**src/rtl/tdm_rx_pkg.sv**
```systemverilog
package tdm_rx_pkg;
  localparam int REG_W   = 24;
  localparam int HALF_W  = 16;
  localparam int NSLOT   = 32;
  localparam int SLOT_IW = $clog2(NSLOT);

  localparam logic [1:0] ADDR_DATA    = 2'd0;
  localparam logic [1:0] ADDR_MASK_LO = 2'd1;
  localparam logic [1:0] ADDR_MASK_HI = 2'd2;
endpackage

```
**src/rtl/tdm_rx_slot_timer.sv**
```systemverilog
module tdm_rx_slot_timer
  import tdm_rx_pkg::*;
#(
  parameter int SLOT_W = 8
) (
  input  logic               clk,
  input  logic               rst_n,
  input  logic               soft_rst,
  input  logic               tick,
  input  logic               fsync,
  input  logic [SLOT_IW:0]   slot_count,
  output logic               run,
  output logic [SLOT_IW-1:0] slot_idx,
  output logic               slot_end,
  output logic               shift_en
);
  localparam int BW = $clog2(SLOT_W);

  logic               run_q, run_d;
  logic [SLOT_IW-1:0] slot_q, slot_d;
  logic [BW-1:0]      bit_q, bit_d;
  logic               last_bit, last_slot;

  assign last_bit  = (bit_q == BW'(SLOT_W - 1));
  assign last_slot = (({1'b0, slot_q} + 1'b1) >= slot_count) || (&slot_q);

  always_comb begin
    run_d  = run_q;
    slot_d = slot_q;
    bit_d  = bit_q;
    if (soft_rst) begin
      run_d  = 1'b0;
      slot_d = '0;
      bit_d  = '0;
    end else if (tick && fsync) begin
      run_d  = 1'b1;
      slot_d = '0;
      bit_d  = BW'(1);
    end else if (tick && run_q) begin
      if (last_bit) begin
        bit_d = '0;
        if (last_slot) run_d  = 1'b0;
        else           slot_d = slot_q + 1'b1;
      end else begin
        bit_d = bit_q + 1'b1;
      end
    end
  end

  always_ff @(posedge clk or negedge rst_n) begin
    if (!rst_n) begin
      run_q  <= 1'b0;
      slot_q <= '0;
      bit_q  <= '0;
    end else begin
      run_q  <= run_d;
      slot_q <= slot_d;
      bit_q  <= bit_d;
    end
  end

  assign run      = run_q;
  assign slot_idx = slot_q;
  assign slot_end = tick && run_q && !fsync && !soft_rst && last_bit;
  assign shift_en = tick && (fsync || run_q);
endmodule

```
**src/rtl/tdm_rx_mask_bank.sv**
```systemverilog
module tdm_rx_mask_bank
  import tdm_rx_pkg::*;
(
  input  logic               clk,
  input  logic               rst_n,
  input  logic               soft_rst,
  input  logic               frame_load,
  input  logic               reg_wr,
  input  logic [1:0]         reg_addr,
  input  logic [HALF_W-1:0]  wr_half,
  input  logic [SLOT_IW-1:0] slot_idx,
  output logic               slot_en,
  output logic [NSLOT-1:0]   shadow,
  output logic [NSLOT-1:0]   active
);
  logic [NSLOT-1:0] shadow_q, shadow_d;
  logic [NSLOT-1:0] active_q, active_d;

  for (genvar h = 0; h < 2; h++) begin : g_half
    localparam logic [1:0] HADDR = (h == 0) ? ADDR_MASK_LO : ADDR_MASK_HI;
    always_comb begin
      shadow_d[h*HALF_W +: HALF_W] = shadow_q[h*HALF_W +: HALF_W];
      if (soft_rst)
        shadow_d[h*HALF_W +: HALF_W] = '1;
      else if (reg_wr && reg_addr == HADDR)
        shadow_d[h*HALF_W +: HALF_W] = wr_half;
    end
  end

  always_comb begin
    active_d = active_q;
    if (soft_rst)        active_d = '1;
    else if (frame_load) active_d = shadow_q;
  end

  always_ff @(posedge clk or negedge rst_n) begin
    if (!rst_n) begin
      shadow_q <= '1;
      active_q <= '1;
    end else begin
      shadow_q <= shadow_d;
      active_q <= active_d;
    end
  end

  assign slot_en = active_q[slot_idx];
  assign shadow  = shadow_q;
  assign active  = active_q;
endmodule

```
**src/rtl/tdm_rx_capture.sv**
```systemverilog
module tdm_rx_capture #(
  parameter int SLOT_W = 8
) (
  input  logic              clk,
  input  logic              rst_n,
  input  logic              soft_rst,
  input  logic              shift_en,
  input  logic              sdata,
  input  logic              slot_end,
  input  logic              slot_en,
  input  logic              rd_data,
  output logic [SLOT_W-1:0] rx_word,
  output logic              rx_full,
  output logic              rx_ovr
);
  logic [SLOT_W-1:0] sh_q, sh_d, word_q, word_d;
  logic              full_q, full_d, ovr_q, ovr_d;
  logic              take;

  assign take = slot_end && slot_en;

  always_comb begin
    sh_d   = sh_q;
    word_d = word_q;
    full_d = full_q;
    ovr_d  = ovr_q;
    if (shift_en) sh_d = {sh_q[SLOT_W-2:0], sdata};
    if (soft_rst) begin
      sh_d   = '0;
      word_d = '0;
      full_d = 1'b0;
      ovr_d  = 1'b0;
    end else if (take) begin
      word_d = {sh_q[SLOT_W-2:0], sdata};
      full_d = 1'b1;
      ovr_d  = full_q || (ovr_q && !rd_data);
    end else if (rd_data) begin
      full_d = 1'b0;
      ovr_d  = 1'b0;
    end
  end

  always_ff @(posedge clk or negedge rst_n) begin
    if (!rst_n) begin
      sh_q   <= '0;
      word_q <= '0;
      full_q <= 1'b0;
      ovr_q  <= 1'b0;
    end else begin
      sh_q   <= sh_d;
      word_q <= word_d;
      full_q <= full_d;
      ovr_q  <= ovr_d;
    end
  end

  assign rx_word = word_q;
  assign rx_full = full_q;
  assign rx_ovr  = ovr_q;
endmodule

```
**src/rtl/tdm_rx_slot_gate.sv**
```systemverilog
module tdm_rx_slot_gate
  import tdm_rx_pkg::*;
#(
  parameter int SLOT_W = 8
) (
  input  logic             clk,
  input  logic             rst_n,
  input  logic             soft_rst,
  input  logic             bit_tick,
  input  logic             fsync,
  input  logic             sdata,
  input  logic [5:0]       slot_count,
  input  logic             reg_wr,
  input  logic             reg_rd,
  input  logic [1:0]       reg_addr,
  input  logic [23:0]      reg_wdata,
  output logic [23:0]      reg_rdata,
  output logic             rx_full,
  output logic             rx_ovr
);
  logic [1:0]         rst_sync_q;
  logic               rst_ns;
  logic               run, slot_end, shift_en, slot_en, rd_data;
  logic [SLOT_IW-1:0] slot_idx;
  logic [NSLOT-1:0]   shadow, active;
  logic [SLOT_W-1:0]  rx_word;

  always_ff @(posedge clk or negedge rst_n) begin
    if (!rst_n) rst_sync_q <= 2'b00;
    else        rst_sync_q <= {rst_sync_q[0], 1'b1};
  end
  assign rst_ns  = rst_sync_q[1];
  assign rd_data = reg_rd && (reg_addr == ADDR_DATA);

  tdm_rx_slot_timer #(.SLOT_W(SLOT_W)) u_timer (
    .clk(clk), .rst_n(rst_ns), .soft_rst(soft_rst), .tick(bit_tick),
    .fsync(fsync), .slot_count(slot_count), .run(run), .slot_idx(slot_idx),
    .slot_end(slot_end), .shift_en(shift_en)
  );

  tdm_rx_mask_bank u_mask (
    .clk(clk), .rst_n(rst_ns), .soft_rst(soft_rst),
    .frame_load(bit_tick && fsync), .reg_wr(reg_wr), .reg_addr(reg_addr),
    .wr_half(reg_wdata[HALF_W-1:0]), .slot_idx(slot_idx), .slot_en(slot_en),
    .shadow(shadow), .active(active)
  );

  tdm_rx_capture #(.SLOT_W(SLOT_W)) u_cap (
    .clk(clk), .rst_n(rst_ns), .soft_rst(soft_rst), .shift_en(shift_en),
    .sdata(sdata), .slot_end(slot_end), .slot_en(slot_en), .rd_data(rd_data),
    .rx_word(rx_word), .rx_full(rx_full), .rx_ovr(rx_ovr)
  );

  always_comb begin
    unique case (reg_addr)
      ADDR_DATA:    reg_rdata = REG_W'(rx_word);
      ADDR_MASK_LO: reg_rdata = {8'h00, shadow[HALF_W-1:0]};
      ADDR_MASK_HI: reg_rdata = {8'h00, shadow[NSLOT-1:HALF_W]};
      default:      reg_rdata = '0;
    endcase
  end
endmodule

```
**config.mk**
```make
export PLATFORM = sky130hd
export DESIGN_NAME = tdm_rx_slot_gate
export DESIGN_NICKNAME = d
export VERILOG_FILES = /design/src/rtl/tdm_rx_pkg.sv /design/src/rtl/tdm_rx_slot_timer.sv /design/src/rtl/tdm_rx_mask_bank.sv /design/src/rtl/tdm_rx_capture.sv /design/src/rtl/tdm_rx_slot_gate.sv
export SDC_FILE = /design/constraint.sdc
export NUM_CORES = 1
export LEC_CHECK = 0
export ABC_AREA = 1
export BUFFER_PORTS_ARGS = -buffer_cell sky130_fd_sc_hd__clkbuf_2
export CAP_MARGIN = 20
export CORE_AREA = 4 4 100 93
export CTS_CLUSTER_SIZE = 25
export DETAILED_ROUTE_END_ITERATION = 10
export DIE_AREA = 0 0 104 97
export PLACE_DENSITY = 0.75
export SYNTH_ARGS = -nofsm -noshare
export SYNTH_HDL_FRONTEND = slang
export SYNTH_SLANG_ARGS = --single-unit
export TNS_END_PERCENT = 1
```
**constraint.sdc**
```tcl
create_clock -name clk -period 3.56 [get_ports clk]
set_input_delay 0.356 -clock clk [delete_from_list [all_inputs] [get_ports clk]]
set_output_delay 0.356 -clock clk [all_outputs]
set_load 0.1 [all_outputs]
```
==> flow_summary_export.csv <==
group,metric,value,unit
worst_hold_path,min_from,"reg_rd",
clock_network,clkLatencyLatePin,0.36,ns
power_and_ir_drop,leakage,2.539,nW
placed_design,globalplace.congestion,0.7638,
setup_path,cpMaxStageDelayCell,"dfrtp_1",
finish,drive_above_1_share,27.49,%
grt,grt_pass1_vias,3642,
die,initial_utilization,55.32,%
clock_network,cts_max_path_buffers,2,
setup_path,startpoint_type,"register",
clock_network,cts_resized,0,
setup_path,critPathLaunch,"u_timer.slot_idx[0]",
grt,grt_antenna_before_repair,0,
setup_path,r2r_start,"u_timer.slot_idx[0]",
finish,final_nets,638,
timing,finalSetupTns,0,ns
die,fp.dieW,104,µm
setup_path,critPathMostFrequentCell,"nand2_1",
routing,firstDrtPassIters,5,
routing,first_iter_violations,231,
setup_path,crit_cells,13,
clock_network,clk_pin_slew,0.09,ns
worst_hold_path,hold_path.class,"in2reg",
die,core,8328,µm²
setup_path,worstSetupEndpoint,"u_timer.slot_idx[0]",
setup_path,end_kind,"register",
setup_path,worstSetupPathType,"reg2reg",
grt,grtUsageTotal,20.45,%
synth,ys_seq_area_share,51.71,%
timing,tightest_slew,0.9628,ns
power_and_ir_drop,ir_drop,0.3768,mV
setup_path,rrSetupSlack,0.84,ns
setup_path,r2r_end,"u_timer.slot_idx[0]",
synth,ys_seq_elements,92,
synth,synth.distinct_cells,33,
synth,synth-edff-count,0,
clock_network,clock_sinks,92,
synth,ys_async_sr_fraction,100.0,%
routing,ant_nets,0,
setup_path,path_delay_family,"adder cells",
power_and_ir_drop,p_int,1.649,mW
routing,routedWlPerCell,14.23,µm
clock_network,clockRootBuffer,"clkbuf_8",
timing,rsz0062_at_grt,"false",
finish,fin_util,60.89,%
timing,clock.fmax,0.3671,GHz
timing,period_minus_slack,2.724,ns
clock_network,cts_buffers,9,
grt,grt_pass1_wl,17230,µm
setup_path,critical_path_buf_inv_count,0,
grt,grt_start_max_net_pins,77,
die,die_h,97,µm
timing,clock_skew,0.01249,ns
placed_design,port_buffers,49,
power_and_ir_drop,sw_frac_of_total,32.15,%
clock_network,h-tree-depth,3,
finish,num_antenna_cells,0,
synth,synth_top_flop_cell,"dfstp_2",
setup_path,slowest_delay,0.81,ns
routing,vias,3697,
die,fp.dieArea,10090,µm²
setup_path,cp.arrival,2.96,ns
die,core.rowCount,32,
synth,synth_warnings,0,
power_and_ir_drop,powerDensity,479.1,nW/µm²
setup_path,r2r_cells,13,
setup_path,critPathMaxFanout,22,
grt,gr-total-overflow,0,
job,cap_violations,0,
power_and_ir_drop,seqPwrFrac,49.9,%
synth,avgSynthCellArea,8.391,µm²
placed_design,dpl.hpwl,6993,µm
clock_network,cts_tree,"yes",
setup_path,crit_path_cell_trace,"ha_1, nand2_1, nor2_1, ha_1, ha_1, nand2_1, nor2_1, o21ai_0, nand4_1, nand2_1, nand2_1, nand2_1, o21ai_0",
timing,drv_slew,0,
timing,post-route-period-util,76.51,%
power_and_ir_drop,p_clk_share,30.5,%
timing,slew_headroom,35.66,%
timing,hold_violations,0,
routing,routed_wl,9887,µm
finish,syn2layout_area_growth,10.08,%
synth,netlist_area,4607,µm²
timing,setup_viol,0,
routing,vias_per_cell,5.319,
die,io_pins,66,
power_and_ir_drop,combPwrFrac,19.7,%
synth,synthCells,549,
run_status,status,"finished clean",
power_and_ir_drop,p_switching,0.7812,mW
setup_path,critPathRequiredTime,3.79,ns
routing,drc,0,
==> cells in the final DEF (no fill, tap or decap), types with 16 or more instances in the layout <==
master,count
dfrtp_1,27
nand3_1,30
a21oi_1,38
dfstp_2,64
clkbuf_2,49
nor2_1,47
o21ai_0,45
inv_1,60
or2_2,16
nand2_1,132
==> timing repair <==
item / in CTS / in global routing
hold buffers: 1 / 0
setup buffers: 0 / 0
endpoints found under the hold margin: 2 / 0
==> logic make-up (layout without fill, tap and decap cells) <==
group,after synthesis,in the layout,synth area share (%)
fa+ha+maj,10,10,2.716
simple gates,241,241,23.25
xor+xnor,1,1,0.1901
buf+inv,95,132,9.207
flops,92,92,51.71
other cells,2,9,0.1630
compound gates,108,108,12.77
==> how the worst min path moves through the flow <==
stage / end / slack [ns] / cells after the start
finish: u_cap.rx_ovr / 0.28 / 4
global route: u_cap.rx_ovr / 0.30 / 4
CTS: u_cap.rx_ovr / 0.26 / 4
detailed placement: rst_sync_q[0] / 0.14 / 1
global placement: rst_sync_q[0] / 0.14 / 1
floorplan: rst_sync_q[0] / 0.06 / 0
==> layout make-up <==
| type | instances | area [µm²] |
|---|---|---|
| multi-input combinational | 369 | 1829 |
| inverter | 63 | 236.5 |
| fill | 726 | 3257 |
| clock buffer | 13 | 168.9 |
| clock inverter | 3 | 45.04 |
| sequential | 92 | 2386 |
| tap | 102 | 127.6 |
| timing repair buffer | 53 | 277.8 |
==> power groups by stage <==
stage	Clock, mW	Sequential, mW	Combinational [mW]
finish	0.740	1.21	0.478
global route	0.798	1.23	0.524
CTS	0.752	1.21	0.479
detailed placement	0	1.23	0.476
global placement	0	1.23	0.466
floorplan	0	1.21	0.408
==> registers in the layout, summed over array words and instances, names as in the netlist <==
register and count:
u_mask.active 32, u_mask.shadow 32, u_cap.rx_word 8, u_cap.sh_q 7, u_timer.slot_idx 5, u_timer.bit_q 3
rst_sync_q 2, u_cap.rx_full 1, u_cap.rx_ovr 1, u_timer.run 1
==> per-layer routing <==
layer | vias up | GRT usage (%) | share of wire [%] | wire [µm]
met5 | - | 0 | 0 | 0
met4 | 0 | 7.260 | 1.2 | 114
met3 | 10 | 3.135 | 5.4 | 536
met2 | 104 | 30.63 | 44 | 4368
met1 | 1764 | 30.31 | 49 | 4868
li1 | 1819 | - | - | -
==> tightest hold or removal path: stages <==
cell and delay [ns]:
clkbuf_2 0.07, nand2_1 0.06, nand3_1 0.06, nand2_1 0.05
==> metrics by stage <==
step	hold slack, ns	instances	instance area [µm²]	power (mW)	setup slack, ns
after floorplan	0.06041	556	4633	1.614	0.8467
after global placement	0.1413	678	4847	1.693	0.9697
after detailed placement	0.1439	678	4847	1.706	0.8643
after CTS	0.2597	695	5071	2.444	0.8429
after global routing	0.2955	695	5071	2.548	0.5588
final	0.2762	695	5071	2.430	0.8362
==> synth_stat cells (2+ instances only) <==
| cell type | n | area (µm²) |
|---|---|---|
| nor2_4 | 2 | 22.52 |
| inv_1 | 60 | 225.2 |
| nand2_4 | 2 | 22.52 |
| buf_4 | 11 | 82.58 |
| conb_1 | 2 | 7.510 |
| dfstp_2 | 64 | 1682 |
| nand3_1 | 30 | 150.1 |
| a21oi_1 | 38 | 190.2 |
| o21ai_1 | 6 | 30.03 |
| buf_1 | 2 | 7.510 |
| nor2_1 | 48 | 180.2 |
| clkbuf_1 | 11 | 41.29 |
| nand2_1 | 132 | 495.5 |
| inv_2 | 3 | 11.26 |
| or2_2 | 16 | 100.1 |
| buf_2 | 6 | 30.03 |
| o21ai_0 | 45 | 225.2 |
| o22ai_1 | 8 | 50.05 |
| nand3_2 | 4 | 40.04 |
| o221ai_1 | 8 | 70.07 |
| dfrtp_1 | 28 | 700.7 |
| nand4_1 | 3 | 18.77 |
| ha_1 | 10 | 125.1 |
(Power assumes the default switching activity.)
